<file path="config.mk">
export PLATFORM = sky130hd
export DESIGN_NAME = txd_dom_guard
export DESIGN_NICKNAME = d
export VERILOG_FILES = /design/src/rtl/txd_guard_pkg.sv /design/src/rtl/txd_run_counter.sv /design/src/rtl/txd_lock_flag.sv /design/src/rtl/txd_dom_guard.sv
export SDC_FILE = /design/constraint.sdc
export NUM_CORES = 1
export LEC_CHECK = 0
export ABC_AREA = 0
export BUFFER_PORTS_ARGS = -buffer_cell sky130_fd_sc_hd__clkbuf_2
export CORE_ASPECT_RATIO = 0.75
export CORE_MARGIN = 3
export CORE_UTILIZATION = 35
export CTS_CLUSTER_SIZE = 16
export DETAILED_ROUTE_END_ITERATION = 6
export GPL_TIMING_DRIVEN = 0
export PLACE_DENSITY = 0.47
export SYNTH_ARGS = -nofsm -noshare
export SYNTH_HDL_FRONTEND = slang
export SYNTH_SLANG_ARGS = --single-unit
</file>
<file path="constraint.sdc">
create_clock -name clk -period 1.9 [get_ports clk]
set_clock_uncertainty 0.2 [all_clocks]
set_input_delay 0.19 -clock clk [delete_from_list [all_inputs] [get_ports clk]]
set_output_delay 0.19 -clock clk [all_outputs]
set_load 0.005 [all_outputs]
</file>
<file path="src/rtl/txd_guard_pkg.sv">
package txd_guard_pkg;

  // counter width able to hold 0..limit
  function automatic int unsigned run_cnt_w(input int unsigned limit);
    return (limit < 2) ? 1 : $clog2(limit + 1);
  endfunction

  // true when the sample being taken is the limit-th of a run
  function automatic bit run_completes(input int unsigned cnt_now,
                                       input int unsigned limit);
    return (cnt_now + 1) == limit;
  endfunction

endpackage

</file>
<file path="src/rtl/txd_run_counter.sv">
module txd_run_counter
  import txd_guard_pkg::*;
#(
  parameter int unsigned LIMIT = 8,
  localparam int unsigned CW   = run_cnt_w(LIMIT)
) (
  input  logic          clk,
  input  logic          rst_n,
  input  logic          clr,
  input  logic          inc,
  output logic [CW-1:0] cnt,
  output logic          hit
);

  logic [CW-1:0] cnt_q;
  logic          at_limit;

  assign at_limit = (cnt_q == CW'(LIMIT));
  assign hit      = inc && !clr && run_completes(int'(cnt_q), LIMIT);
  assign cnt      = cnt_q;

  always_ff @(posedge clk or negedge rst_n) begin
    if (!rst_n)                cnt_q <= '0;
    else if (clr)              cnt_q <= '0;
    else if (inc && !at_limit) cnt_q <= cnt_q + 1'b1;
  end

  // support: the count never passes its ceiling
  p_cnt_bounded_r6: assert property (@(posedge clk) disable iff (!rst_n)
    cnt_q <= CW'(LIMIT));

endmodule

</file>
<file path="src/rtl/txd_lock_flag.sv">
module txd_lock_flag (
  input  logic clk,
  input  logic rst_n,
  input  logic mode_on,
  input  logic set_ev,
  input  logic clr_ev,
  output logic locked
);

  logic lock_q;
  assign locked = lock_q;

  always_ff @(posedge clk or negedge rst_n) begin
    if (!rst_n)        lock_q <= 1'b0;
    else if (!mode_on) lock_q <= 1'b0;
    else if (clr_ev)   lock_q <= 1'b0;
    else if (set_ev)   lock_q <= 1'b1;
  end

  p_mode_exit_clears_r7: assert property (@(posedge clk) disable iff (!rst_n)
    !mode_on |=> !lock_q);

endmodule

</file>
<file path="src/rtl/txd_dom_guard.sv">
module txd_dom_guard
  import txd_guard_pkg::*;
#(
  parameter int unsigned TIMEOUT_CYC = 40,
  parameter int unsigned REARM_CYC   = 8,
  localparam int unsigned LOW_W      = run_cnt_w(TIMEOUT_CYC),
  localparam int unsigned HIGH_W     = run_cnt_w(REARM_CYC)
) (
  input  logic clk,
  input  logic rst_n,
  input  logic normal_en,
  input  logic txd_sync,
  output logic drive_en,
  output logic lockout
);

  // named internal events
  logic              low_sample;
  logic              high_sample;
  logic              rearm_hit;
  logic              timeout_hit;
  logic              low_clr;
  logic              high_clr;
  logic [LOW_W-1:0]  low_cnt;
  logic [HIGH_W-1:0] high_cnt;
  logic              lock_state;

  assign low_sample  = normal_en && !txd_sync;
  assign high_sample = normal_en &&  txd_sync;
  assign low_clr     = !normal_en || rearm_hit;
  assign high_clr    = !normal_en || !txd_sync;

  txd_run_counter #(.LIMIT(TIMEOUT_CYC)) u_low_run (
    .clk   (clk),
    .rst_n (rst_n),
    .clr   (low_clr),
    .inc   (low_sample),
    .cnt   (low_cnt),
    .hit   (timeout_hit)
  );

  txd_run_counter #(.LIMIT(REARM_CYC)) u_high_run (
    .clk   (clk),
    .rst_n (rst_n),
    .clr   (high_clr),
    .inc   (high_sample),
    .cnt   (high_cnt),
    .hit   (rearm_hit)
  );

  txd_lock_flag u_lock (
    .clk     (clk),
    .rst_n   (rst_n),
    .mode_on (normal_en),
    .set_ev  (timeout_hit),
    .clr_ev  (rearm_hit),
    .locked  (lock_state)
  );

  assign lockout  = lock_state;
  assign drive_en = low_sample && !lock_state;

  // lockout rises only after a low sample that completed the limit
  p_lock_after_limit_r3: assert property (@(posedge clk) disable iff (!rst_n)
    $rose(lock_state) |-> ($past(low_cnt) == LOW_W'(TIMEOUT_CYC - 1)) && $past(low_sample));

  // a qualified high run leaves lockout and low count at zero
  p_rearm_clears_r5: assert property (@(posedge clk) disable iff (!rst_n)
    rearm_hit |=> !lock_state && (low_cnt == '0));

  // a high sample that does not qualify keeps the low count
  p_short_high_holds_r6: assert property (@(posedge clk) disable iff (!rst_n)
    high_sample && !rearm_hit |=> $stable(low_cnt));

  // no low accumulation outside normal mode
  p_idle_no_lock_r8: assert property (@(posedge clk) disable iff (!rst_n)
    !normal_en |=> !lock_state && (low_cnt == '0));

  // a latched lockout survives a new low request
  p_lock_holds_r4: assert property (@(posedge clk) disable iff (!rst_n)
    lock_state && low_sample |=> lock_state);

endmodule

</file>
Yosys cells after proc, flatten, opt, wreduce, memory -nomap -nowiden
Index checks and enable logic that the tools add are counted.
Operators by class
  reduce and logical (&&, ||, !) cells: 20
  eq/ne operators: 5
  muxes and demuxes: 7
  add/sub/neg operators: 4
Operators by type and width (number)
  $eq 32x4->1 const B: 1
  $eq 32x6->1 const B: 1
  $mux 6: 2
  $logic_and 1x1->1: 9
  $mux 4: 2
  $add 6x1->7 const B: 1
  $logic_not 1->1: 7
  $add 6x1->6 const B: 1
  $eq 6x6->1 const B: 1
  $add 4x1->5 const B: 1
  $add 4x1->4 const B: 1
  $eq 4x4->1 const B: 1
  $reduce_bool 2->1: 2
  $mux 1: 3
  $ne 3x1->1 const B: 1
  $logic_or 1x1->1: 2
Storage, ports and cells
  logic and storage cells: 39
  register bits after elaboration: 11
  input bits: 4
  output and inout port bits: 2

Logic depth before layout (Yosys ltp)
  depth after elaboration: 12
  depth in mapped cells: 6
  depth with buffers taken out: 6

Modules after synthesis
From an unflattened synthesis, not the netlist that was laid out.
Second synthesis, totals
  cells, all modules: 82
  area total of the unflattened synthesis: 790.8 µm²
By module, submodules not included
  txd_run_counter at u_low_run: area an instance 417.9 µm², times used 1, cells each 44, sequential area each 150.1 µm²
  txd_run_counter at u_high_run: area an instance 295.3 µm², times used 1, cells each 30, sequential area each 100.1 µm²
  txd_lock_flag: area an instance 41.3 µm², times used 1, cells each 3, sequential area each 25.0 µm²
  txd_dom_guard: area an instance 36.3 µm², times used 1, cells each 5, sequential area each 0.0 µm²

Least setup slack after synthesis
OpenSTA, ideal clock, no wires.
  kind: flip-flop to flip-flop
  from: register u_high_run.cnt_q[0], in the netlist u_high_run.cnt[0]
  to: register u_lock.lock_q, in the netlist u_lock.locked
  library setup time: 0.132 ns
  setup slack: 0.373 ns
  required time: 1.568 ns
  cell stages (with the launch flop): 6
  data arrival time: 1.195 ns
  clock period less this slack: 1.527 ns
  path buffers: 0
  path through: dfrtp_1 -> ha_1 -> nor2_1 -> o2bb2a_4 -> o21ai_4 -> o22ai_1
On the way
  word-level cells in the longest chain between the ends: 8
  elaborated cells between the ends (all ways): 10
  those cells by class: add/sub (1); eq/ne (2); mux (2); reduce/logical (5)
RTL lines
  start: declaration: line txd_run_counter.sv:15  | logic [CW-1:0] cnt_q;
  start signal: assignment: line txd_run_counter.sv:25  | else if (inc && !at_limit) cnt_q <= cnt_q + 1'b1;
  $add 4x1->5 *: line txd_guard_pkg.sv:11  | return (cnt_now + 1) == limit;
  $eq 32x4->1 *: line txd_guard_pkg.sv:11
  $logic_and 1x1->1 *: line txd_run_counter.sv:19  | assign hit = inc && !clr && run_completes(int'(cnt_q), LIMIT);
  $logic_or 1x1->1: line txd_dom_guard.sv:30  | assign low_clr = !normal_en || rearm_hit;
  $logic_not 1->1: line txd_run_counter.sv:19
  $logic_and 1x1->1 (2 in a row): line txd_run_counter.sv:19
  $ne 3x1->1 (no line)
  end signal: assignment: line txd_lock_flag.sv:14  | if (!rst_n) lock_q <= 1'b0;
  end signal: assignment: line txd_lock_flag.sv:15  | else if (!mode_on) lock_q <= 1'b0;
  end signal: assignment: line txd_lock_flag.sv:16  | else if (clr_ev) lock_q <= 1'b0;
  end: declaration: line txd_lock_flag.sv:10  | logic lock_q;
Mark *: on every way between the ends. The rest lies on a longest branch, timed or not.
A chain may end at the register's enable or synchronous reset.

Final worst setup path
Ends and elaborated chain as after synthesis.

==> flow_summary.json <==
{
  "ys_seq_elements": 11,
  "synth-edff-count": 0,
  "holdPathStages": 3,
  "multi_input_area_um2": 412,
  "overflow": 0,
  "stdcell_count": 102,
  "arrival_ns": 1.61,
  "die_width_um": 58.4,
  "drv_slew": 0,
  "reg2reg_to": "u_lock.locked",
  "syn-num-nets": 81,
  "cts_buffer_depth": 2,
  "rsz0062_at_grt": "false",
  "die_y_um": 45.3,
  "crit_fanout": 7,
  "synth_top_area_cell": "dfrtp_1",
  "numCtsBuffers": 3,
  "max_freq_ghz": 0.599,
  "status": "finished, final reports clean",
  "cts_sinks": 11,
  "first_pass_iters": 3,
  "routed_wl_um": 1320,
  "detail-route-antenna-nets": 0,
  "gp_congestion": 0.689,
  "finalSetupViolCount": 0,
  "internal-power_uw": 341,
  "crit_path_end_kind": "flip-flop",
  "core_um2": 1840,
  "ys_warn_count": 0,
  "hold-path-endpoint": "u_low_run.cnt[3]",
  "synth.distinct_cells": 27,
  "clkTransAtPathRegs_ns": 0.08,
  "io_buffers": 4,
  "clock_latency_ns": 0.27,
  "root_buffer": "clkbuf_4",
  "postCtsSetupBuffers": 0,
  "p_switching_uw": 122,
  "drc": 0,
  "vias": 508,
  "power_frac_seq_pct": 54.1,
  "htree_levels": 1,
  "crit_start": "u_high_run.cnt[0]",
  "reg2reg_slack_ns": 0.23,
  "dp_cells": 97,
  "wl_per_cell_um": 12.9,
  "num_io_pins": 6,
  "powerDensity_nw_per_um2": 575,
  "viasPerCell": 4.98,
  "initial_utilization_pct": 39.2,
  "synth-async-reset-ratio_pct": 100,
  "relSlewSlack_pct": 79.4,
  "min_period_ns": 1.67,
  "required_ns": 1.84,
  "power.share.switching_pct": 26.4,
  "fp-row-count": 13,
  "cts_tree": "yes",
  "layout.nets": 91,
  "final_hold_viol_count": 0,
  "synth_area_um2": 721,
  "min-delay-start": "txd_sync",
  "num-fill-cells": 183,
  "max-vdd-ir-drop_v": 0.000274,
  "grt_util_all_layers_pct": 11.5,
  "layout_commonest_cell": "dfrtp_1",
  "drtIter0Drc": 6,
  "p_comb_share_pct": 11.5,
  "synth_area_leaders": "dfrtp_1 (38%), ha_1 (10%), nor2_1 (4.2%)",
  "startpoint_type": "flip-flop",
  "yosysSeqAreaShare_pct": 38.2,
  "place_hpwl_um": 1010,
  "drive_gt1_share_pct": 17.5,
  "n_antenna_cell": 0,
  "grt_max_degree": 12,
  "worst-r2r-cell-count": 5,
  "regArea_um2": 275,
  "min_path_type": "in2reg",
  "crit_type": "reg2reg",
  "synthFlopType": "dfrtp_1",
  "clockPowerShare_pct": 34.4,
  "worstReg2RegStart": "u_high_run.cnt[0]",
  "worstMarginPinSlew_ns": 0.309,
  "area_growth_pct": 11.8,
  "antenna_found_initial": 0,
  "leakage_nw": 0.337,
  "synth.avg_cell_area_um2": 10.2,
  "syn_inst": 71,
  "grt_pass1_vias": 472,
  "maxCapViolations": 0,
  "die-area_um2": 2650,
  "tns_ns": 0,
  "grt_pass1_wl_um": 2180,
  "fin_crit_sh_pct": 87.9,
  "layout_common_cells": "dfrtp_1 (11), nor2_1 (8), inv_1 (6), ha_1 (6)",
  "synth_top_area_share_pct": 38.2
}
-- Yosys cell counts, types with 2 or more instances --
master,instances
ha_1,6
nor2_1,8
mux2i_1,2
nand3_1,4
xnor2_1,3
nand2b_1,3
xor2_1,2
inv_1,6
dfrtp_1,11
a21oi_1,3
nand3b_1,2
o21ai_0,2
nor3b_1,2
nand2_1,3
nand4b_1,2
-- critical path, stage by stage, from the launching register on --
cell	delay, ns
dfrtp_1	0.44
ha_1	0.26
nor2_1	0.13
o2bb2a_4	0.17
o21ai_4	0.23
o22ai_1	0.11
-- sequential cells by signal, summed over array words and instances (netlist names) --
| name | flops |
|---|---|
| u_high_run.cnt | 4 |
| u_lock.locked | 1 |
| u_low_run.cnt | 6 |
-- repair_timing --
action                    in CTS  in global routing
hold buffers                   1                  0
hold endpoints to repair      11                  0
resized for setup              0                  0
-- power by group through the flow --
stage / combinational [mW] / clock, mW / sequential, mW
floorplan: 0.0349 / 0 / 0.253
global placement: 0.0511 / 0 / 0.256
detailed placement: 0.0529 / 0 / 0.255
CTS: 0.0546 / 0.169 / 0.251
global route: 0.0595 / 0.181 / 0.253
finish: 0.0533 / 0.160 / 0.250
-- kinds of logic (layout without fill, tap and decap cells) --
kind of cell | count (synthesis) | in the layout | synth area share, %
and+or+nand+nor | 29 | 29 | 23.4
buffers and inverters | 7 | 16 | 4.69
xor gates and xnor gates | 5 | 5 | 6.08
muxes | 2 | 2 | 2.78
adders and majority gates | 6 | 6 | 10.4
AOI/OAI and AO/OA | 11 | 11 | 14.4
DFF | 11 | 11 | 38.2
-- area by class of cell --
type / count / share of cell area, %
Buffer: 1 / 1.40
Clock buffer: 3 / 2.80
Clock inverter: 1 / 0.621
Inverter: 6 / 2.80
Multi-Input combinational cell: 53 / 51.1
Sequential cell: 11 / 34.2
Tap cell: 22 / 3.42
Timing Repair Buffer: 5 / 3.73
-- per-stage QoR --
| step | area, um^2 | hold slack (ns) | power, mW | setup WS (ns) | utilization [%] |
|---|---|---|---|---|---|
| after floorplan | 721 | -0.306 | 0.288 | 0.373 | - |
| after global placement | 768 | -0.105 | 0.307 | 0.235 | 41.8 |
| after detailed placement | 768 | -0.107 | 0.308 | 0.239 | 41.8 |
| after CTS | 806 | 0.0290 | 0.474 | 0.219 | 43.8 |
| after global routing | 806 | 0.0421 | 0.494 | 0.125 | 43.8 |
| final | 806 | 0.0455 | 0.463 | 0.230 | 43.8 |
-- routing by layer --
layer	GRT usage, %	wire, um
met1	16.3	724
met2	14.9	507
met3	5.43	72
met4	4.17	12
met5	0	0
-- worst max-delay path by stage --
stage / depth (start not counted) / endpoint
after CTS: 5 / u_lock.locked
final: 5 / u_lock.locked
after global routing: 5 / u_lock.locked
after detailed placement: 5 / u_lock.locked
after global placement: 5 / u_lock.locked
after floorplan: 5 / u_lock.locked
No activity file was read; power rests on OpenSTA's default activity.
